--- config.mk ---
export PLATFORM = sky130hd
export DESIGN_NAME = pwalk_perm_check
export DESIGN_NICKNAME = d
export VERILOG_FILES = /design/src/rtl/pwalk_pkg.sv /design/src/rtl/pwalk_flag_accum.sv /design/src/rtl/pwalk_decide.sv /design/src/rtl/pwalk_perm_check.sv
export SDC_FILE = /design/constraint.sdc
export NUM_CORES = 1
export LEC_CHECK = 0
export ABC_AREA = 1
export BUFFER_PORTS_ARGS = -buffer_cell sky130_fd_sc_hd__buf_2
export CAP_MARGIN = 20
export CORE_MARGIN = 2
export CORE_UTILIZATION = 31
export CTS_BUF_LIST = sky130_fd_sc_hd__clkbuf_2 sky130_fd_sc_hd__clkbuf_4 sky130_fd_sc_hd__clkbuf_8
export CTS_CLUSTER_DIAMETER = 40
export DETAILED_ROUTE_END_ITERATION = 8
export PLACE_DENSITY = 0.8
export SLEW_MARGIN = 20
export SYNTH_ARGS = -nofsm -noshare
export SYNTH_HDL_FRONTEND = slang
export SYNTH_HIERARCHICAL = 1
export SYNTH_SLANG_ARGS = --single-unit
export TNS_END_PERCENT = 30
--- constraint.sdc ---
create_clock -name clk -period 1.28 [get_ports clk]
set_input_delay 0.256 -clock clk [delete_from_list [all_inputs] [get_ports clk]]
set_output_delay 0.256 -clock clk [all_outputs]
set_load 0.02 [all_outputs]
--- src/rtl/pwalk_pkg.sv ---
package pwalk_pkg;

    typedef enum logic [1:0] {
        ST_IDLE   = 2'b00,
        ST_WALK   = 2'b01,
        ST_REPORT = 2'b10
    } walk_state_t;

    typedef enum logic [1:0] {
        FC_NONE   = 2'b00,
        FC_PRIV   = 2'b01,
        FC_RDONLY = 2'b10
    } fault_code_t;

    localparam int RW_BIT = 1;
    localparam int US_BIT = 2;

endpackage

--- src/rtl/pwalk_flag_accum.sv ---
module pwalk_flag_accum (
    input  logic clk,
    input  logic rst_n,
    input  logic load,
    input  logic step,
    input  logic us_in,
    input  logic rw_in,
    output logic eff_us,
    output logic eff_rw
);

    // load: the accumulators restart at 1 and take this entry
    // step: AND this entry's flags into the running values
    always_ff @(posedge clk or negedge rst_n) begin
        if (!rst_n) begin
            eff_us <= 1'b1;
            eff_rw <= 1'b1;
        end else if (load) begin
            eff_us <= us_in;
            eff_rw <= rw_in;
        end else if (step) begin
            eff_us <= eff_us & us_in;
            eff_rw <= eff_rw & rw_in;
        end
    end

endmodule

--- src/rtl/pwalk_decide.sv ---
module pwalk_decide
    import pwalk_pkg::*;
(
    input  logic        eff_us,
    input  logic        eff_rw,
    input  logic        user_mode,
    input  logic        wr_acc,
    input  logic        wp,
    output fault_code_t code,
    output logic        any_fault
);

    logic priv_viol;
    logic rdonly_viol;

    always_comb begin
        priv_viol   = user_mode && !eff_us;
        rdonly_viol = wr_acc && !eff_rw && (user_mode || wp);
        any_fault   = priv_viol || rdonly_viol;
        if (priv_viol)        code = FC_PRIV;     // priority
        else if (rdonly_viol) code = FC_RDONLY;
        else                  code = FC_NONE;
    end

    // a_r4_priv_first: a privilege violation never reports as read-only
    always_comb begin
        a_r4_priv_first: assert (!(priv_viol && code != FC_PRIV));
    end

endmodule

--- src/rtl/pwalk_perm_check.sv ---
module pwalk_perm_check
    import pwalk_pkg::*;
#(
    parameter int ENTRY_W = 64,
    parameter int LEVELS  = 4
) (
    input  logic               clk,
    input  logic               rst_n,
    input  logic               walk_start,
    input  logic               entry_valid,
    input  logic               entry_last,
    input  logic [ENTRY_W-1:0] entry,
    input  logic [1:0]         priv_lvl,
    input  logic               is_write,
    input  logic               wp_en,
    output logic               done,
    output logic               fault,
    output logic [1:0]         fault_code
);

    localparam int CNT_W = $clog2(LEVELS + 1);

    walk_state_t      state, state_nx;
    logic [CNT_W-1:0] lvl_cnt, lvl_cnt_nx;
    logic             take_first, take_next, take, finish;
    logic             lat_user, lat_write, lat_wp;
    logic             eff_us, eff_rw;
    logic             dec_fault;
    fault_code_t      dec_code;
    logic             unused_entry_bits;

    assign unused_entry_bits = ^{entry[ENTRY_W-1:US_BIT+1], entry[0]};

    // Entry acceptance and depth tracking
    always_comb begin
        take_first = walk_start;
        take_next  = (state == ST_WALK) && entry_valid && !walk_start;
        take       = take_first || take_next;
        lvl_cnt_nx = take_first ? CNT_W'(1) : lvl_cnt + CNT_W'(1);
        finish     = take && (entry_last || lvl_cnt_nx == CNT_W'(LEVELS));
    end

    // Next-state logic
    always_comb begin
        state_nx = state;
        unique case (state)
            ST_IDLE:   state_nx = take_first ? (finish ? ST_REPORT : ST_WALK) : ST_IDLE;
            ST_WALK:   state_nx = (take && finish) ? ST_REPORT : ST_WALK;
            ST_REPORT: state_nx = take_first ? (finish ? ST_REPORT : ST_WALK) : ST_IDLE;
            default:   state_nx = ST_IDLE;
        endcase
    end

    // State register and walk context
    always_ff @(posedge clk or negedge rst_n) begin
        if (!rst_n) begin
            state     <= ST_IDLE;
            lvl_cnt   <= '0;
            lat_user  <= 1'b0;
            lat_write <= 1'b0;
            lat_wp    <= 1'b0;
        end else begin
            state <= state_nx;
            if (take) lvl_cnt <= lvl_cnt_nx;
            if (take_first) begin
                lat_user  <= (priv_lvl == 2'd3);
                lat_write <= is_write;
                lat_wp    <= wp_en;
            end
        end
    end

    pwalk_flag_accum u_accum (
        .clk    (clk),
        .rst_n  (rst_n),
        .load   (take_first),
        .step   (take_next),
        .us_in  (entry[US_BIT]),
        .rw_in  (entry[RW_BIT]),
        .eff_us (eff_us),
        .eff_rw (eff_rw)
    );

    pwalk_decide u_decide (
        .eff_us    (eff_us),
        .eff_rw    (eff_rw),
        .user_mode (lat_user),
        .wr_acc    (lat_write),
        .wp        (lat_wp),
        .code      (dec_code),
        .any_fault (dec_fault)
    );

    // Outputs
    always_comb begin
        done       = (state == ST_REPORT);
        fault      = done && dec_fault;
        fault_code = done ? dec_code : FC_NONE;
    end

    // Assertions
    a_r6_done_after_start_last: assert property (@(posedge clk) disable iff (!rst_n)
        (walk_start && entry_last) |=> done);

    a_r6_done_after_walk_last: assert property (@(posedge clk) disable iff (!rst_n)
        (state == ST_WALK && entry_valid && entry_last) |=> done);

    a_r6_single_pulse: assert property (@(posedge clk) disable iff (!rst_n)
        (done && !walk_start) |=> !done);

    a_r6_quiet_outputs: assert property (@(posedge clk) disable iff (!rst_n)
        !done |-> (!fault && fault_code == 2'b00));

    a_r6_fault_flag: assert property (@(posedge clk) disable iff (!rst_n)
        done |-> (fault == (fault_code != 2'b00)));

    a_r5_super_no_priv: assert property (@(posedge clk) disable iff (!rst_n)
        (done && !lat_user) |-> (fault_code != 2'b01));

    a_r7_depth_bound: assert property (@(posedge clk) disable iff (!rst_n)
        lvl_cnt <= CNT_W'(LEVELS));

    a_r9_no_stray_done: assert property (@(posedge clk) disable iff (!rst_n)
        (state == ST_IDLE && !walk_start) |=> !done);

endmodule

---- Yosys cells after proc, flatten, opt, wreduce, memory -nomap -nowiden ----
Index checks and enable logic that the tools add are counted.
operators by class
  div/mod/pow operators ................... 0
  shift operators ......................... 0
  multipliers ............................. 0
  equality and inequality tests ........... 4
  order comparisons ....................... 0
  bitwise gates (word level) .............. 2
  add/sub/neg operators ................... 1
  reductions and logical operators ........ 18
  muxes and demuxes ....................... 12
operator list
  cell                   count
  $mux W2                6
  $logic_and A1 B1 Y1    8
  $eq A2 B2 Y1 const B   2
  $logic_or A1 B1 Y1     4
  $mux W1                4
  $pmux W2 S2            1
  $add A3 B1 Y3 const B  1
  $eq A3 B3 Y1 const B   1
  $logic_not A1 Y1       3
  $mux W3                1
  $and A1 B1 Y1          2
  $eq A2 B1 Y1 const B   1
  $logic_not A2 Y1       1
  $reduce_bool A2 Y1     1
  $reduce_or A2 Y1       1
word-level totals
  memories ................................ 0
  bits in registers ....................... 10
  bits in writable memories ............... 0
  ROM bits ................................ 0
  bits of input ports ..................... 73
  logic and storage cells ................. 44
  bits in latches ......................... 0

---- Depth between registers and ports, before layout ----
  word-level depth ........................ 8
  gate-level depth with buffers ........... 8
  mapped depth without buffers ............ 8

---- Hierarchy ----
Netlist, hierarchy kept.
by module, submodules not included
  module            area each (um^2)  times used  cells an instance
  pwalk_perm_check  431.7             1           57
  pwalk_flag_accum  81.3              1           9
  pwalk_decide      55.1              1           11

---- Worst setup path after synthesis ----
Ideal clock, no wire load.
  kind .................................... register to output
  from .................................... register state[0]
  to ...................................... output port fault
  arrival time ............................ 1157 ps
  required time ........................... 1024 ps
  cell stages (with the launch flop) ...... 4
  path buffers ............................ 0
  slack ................................... -133 ps
  path through ............................ dfrtp_1 > nor2_1 > inv_1 > nor2_1
on the way
  word-level cells in the longest chain between the ends .. 2
ends and longest elaborated chain
  what                      line                    source
  start: declaration        pwalk_perm_check.sv:23  walk_state_t state, state_nx;
  start signal: assignment  pwalk_perm_check.sv:63  state <= state_nx;
  $eq A2 B2 Y1              pwalk_perm_check.sv:96  done = (state == ST_REPORT);
  named net done            pwalk_perm_check.sv:16  output logic done,
  $logic_and A1 B1 Y1       pwalk_perm_check.sv:97  fault = done && dec_fault;
  end: declaration          pwalk_perm_check.sv:17  output logic fault,
The timed path passes the listed nets, and every way through them passes these cells.

---- Worst setup path after layout ----
  from .................................... register u_accum.eff_rw
  to ...................................... output port fault
on the way
  word-level cells in the longest chain between the ends .. 5
ends and longest elaborated chain
  what                              line                    source
  start: declaration                pwalk_flag_accum.sv:9   output logic eff_rw
  start signal: assignment          pwalk_flag_accum.sv:20  eff_rw <= rw_in;
  start signal: assignment          pwalk_flag_accum.sv:23  eff_rw <= eff_rw & rw_in;
  $logic_not A1 Y1                  pwalk_decide.sv:18      rdonly_viol = wr_acc && !eff_rw && (user_mode || wp);
  $logic_and A1 B1 Y1 (2 in a row)  pwalk_decide.sv:18
  $logic_or A1 B1 Y1                pwalk_decide.sv:19      any_fault = priv_viol || rdonly_viol;
  named net dec_fault               pwalk_perm_check.sv:28  logic dec_fault;
  $logic_and A1 B1 Y1               pwalk_perm_check.sv:97
The timed path passes the listed nets, and every way through them passes these cells.

==> impl_metrics.json <==
{
  "path_class": "flip-flop to primary output",
  "ioPinCount": 77,
  "crit_path_end_kind": "primary output",
  "post-route-period-util_pct": 116,
  "ir_drop_v": 0.000552,
  "drive_gt1_share_pct": 37.1,
  "startpoint_type": "flip-flop",
  "grt.overflow.total": 0,
  "io_buffers": 14,
  "clk_pin_slew_ps": 70,
  "fp.dieW_um": 46.8,
  "grt_util_all_layers_pct": 14.0,
  "start_util_pct": 32.9,
  "cap_viol_max_count": 0,
  "clkSinkCount": 10,
  "rsz0062_at_grt": "true",
  "fin_ws_ps": -199,
  "cts_buffers": 3,
  "cpLargestDelayFamily": "flip-flops",
  "n_antenna_cell": 0,
  "dr.first_iter.drc_count": 7,
  "yosysWarnings": 6,
  "final_cell_mix": "25 x nand2_1, 11 x nor2_1, 11 x buf_2",
  "ys_types": 15,
  "fin_skew_ps": 4.54,
  "ys_seq_area_share_pct": 44.5,
  "syn_avg_cell_area_um2": 7.38,
  "ant_nets": 0,
  "post_drt_wl_per_cell_um": 9.68,
  "power_density_nw_per_um2": 1180,
  "maxSlewViolCount": 0,
  "cp.arrival_ps": 1220,
  "slowest_delay_ps": 530,
  "tightestPinTransition_ps": 225,
  "setup_viol": 3,
  "hp-class": "input pin to flip-flop",
  "max_freq_ghz": 0.676,
  "cp.required_ps": 1020,
  "gp_congestion": 0.676,
  "failed_checks": "setup timing",
  "crit_fanout": 2,
  "viasPerCell": 4.31,
  "clockBufferDepth": 2,
  "instances_no_fill": 122,
  "status": "finished, violations left",
  "leakage_uw": 0.000389,
  "cts-root-buf": "clkbuf_4",
  "drc": 0,
  "p_total_uw": 865,
  "first_global_vias": 523,
  "place_inst": 116,
  "synth-seq-cells": 10,
  "final_nets": 172,
  "synth_area_um2": 568,
  "preCtsSetupSlack_ps": 71.1,
  "num-fill-cells": 188,
  "finalCriticalPeriod_ps": 1480,
  "clock_latency_ps": 270,
  "rows": 15,
  "layout_commonest_cell": "nand2_1",
  "setup_tns_ps": -487,
  "grt_pass1_wl_um": 2100,
  "cp_slowest_cell": "dfstp_2",
  "syn-num-nets": 151,
  "grt_antenna_before_repair": 0,
  "cts_max_level": 1,
  "detail_route.wirelength_um": 1180,
  "synthToLayoutAreaGrowth_pct": 29.1,
  "dr.pass1.iters": 4,
  "die-area_um2": 2190,
  "dp_hpwl_um": 945,
  "relSlewSlack_pct": 85.0,
  "crit_chain": "nor2_1, nand2_1, nand2_1, inv_1, nor2_1, buf_4",
  "netlist_instances": 77,
  "cts_tree": "built",
  "via_count": 526,
  "grt_max_degree": 11,
  "core_area_um2": 1730,
  "die_y_um": 46.8,
  "worst-path-buf-inv": 2,
  "hold_violations": 0
}
-- cells in the mapped netlist --
cell / number / share of area, %
o21ai_0: 1 / 0.88
buf_4: 1 / 1.3
nor2_2: 3 / 3.3
inv_1: 11 / 7.3
dfrtp_1: 8 / 35
dfstp_2: 2 / 9.3
inv_2: 3 / 2.0
nand2_2: 1 / 1.1
ha_1: 1 / 2.2
mux2_2: 1 / 2.0
nand2_1: 25 / 17
nor2_4: 2 / 4.0
nand3_2: 2 / 3.5
nand3_1: 4 / 3.5
nor2_1: 12 / 7.9
-- per-layer routing --
layer	global-route usage, %	vias to the layer above	share of wire [%]
li1	-	266	-
met1	15.3	233	42
met2	23.8	22	46
met3	3.08	5	8.0
met4	10.0	0	3.8
met5	0	-	0
-- worst min-delay path, delay by kind of cell --
family	cells	cell delay [ps]
buf+inv	1	70
simple gates	2	90
-- power breakdown --
part	switching, µW	leakage, µW	internal [µW]
combinational	114	0.000246	74.4
sequential	24.8	0.000122	355
clock	124	0.0000210	173
total	262	0.000389	603
-- metrics by stage --
step,cell area [µm²],util [%],hold WS [ps]
after floorplan,571,-,-39.6
after global placement,672,38.9,122
after detailed placement,672,38.9,130
after CTS,723,41.9,179
after global routing,733,42.5,203
final,733,42.5,178
-- logic make-up after synthesis --
logic type / synth area share, %
AND/OR/NAND/NOR: 39.9
buffers and inverters: 10.6
flip-flops: 44.5
AO/OA/AOI/OAI: 0.880
multiplexers: 1.98
adder cells (fa/ha/maj): 2.20
-- area by class of cell --
type	instances	area (µm²)	area share (%)
clock buffers	4	36.3	4.95
inverters	14	52.6	7.17
multi-input cells	52	258	35.2
flip-flops and latches	10	253	34.5
well taps	25	31.3	4.27
repair buffers	17	103	14.0
-- state kept, by name (all words and copies together) (netlist names) --
name,flops
lat_user,1
lat_wp,1
lat_write,1
lvl_cnt,3
state,2
u_accum/eff_rw,1
u_accum/eff_us,1
-- path summary, 6_finish.rpt --
kind,start,end,slack (ps),cells after the start
max,u_accum/eff_rw$_DFFE_PN1P_,fault,-200,6
min,wp_en,lat_wp$_DFFE_PN0P_,180,3
max reg2reg,lvl_cnt[0]$_DFFE_PN0P_,state[0]$_DFF_PN0_,90,5
min reg2reg,lat_wp$_DFFE_PN0P_,lat_wp$_DFFE_PN0P_,480,2
max in group asynchronous,rst_n,u_accum/eff_us$_DFFE_PN1P_,660,2
min in group asynchronous,rst_n,lat_wp$_DFFE_PN0P_,370,2
-- repair_timing --
item / in CTS / in global routing
setup buffers: 0 / 1
resized for setup: 3 / 1
pin swaps: 4 / 3
hold buffers: 1 / 0
endpoints found under the hold margin: 8 / 0
setup endpoints to repair: 3 / 5
No activity file was read; power rests on OpenSTA's default activity.
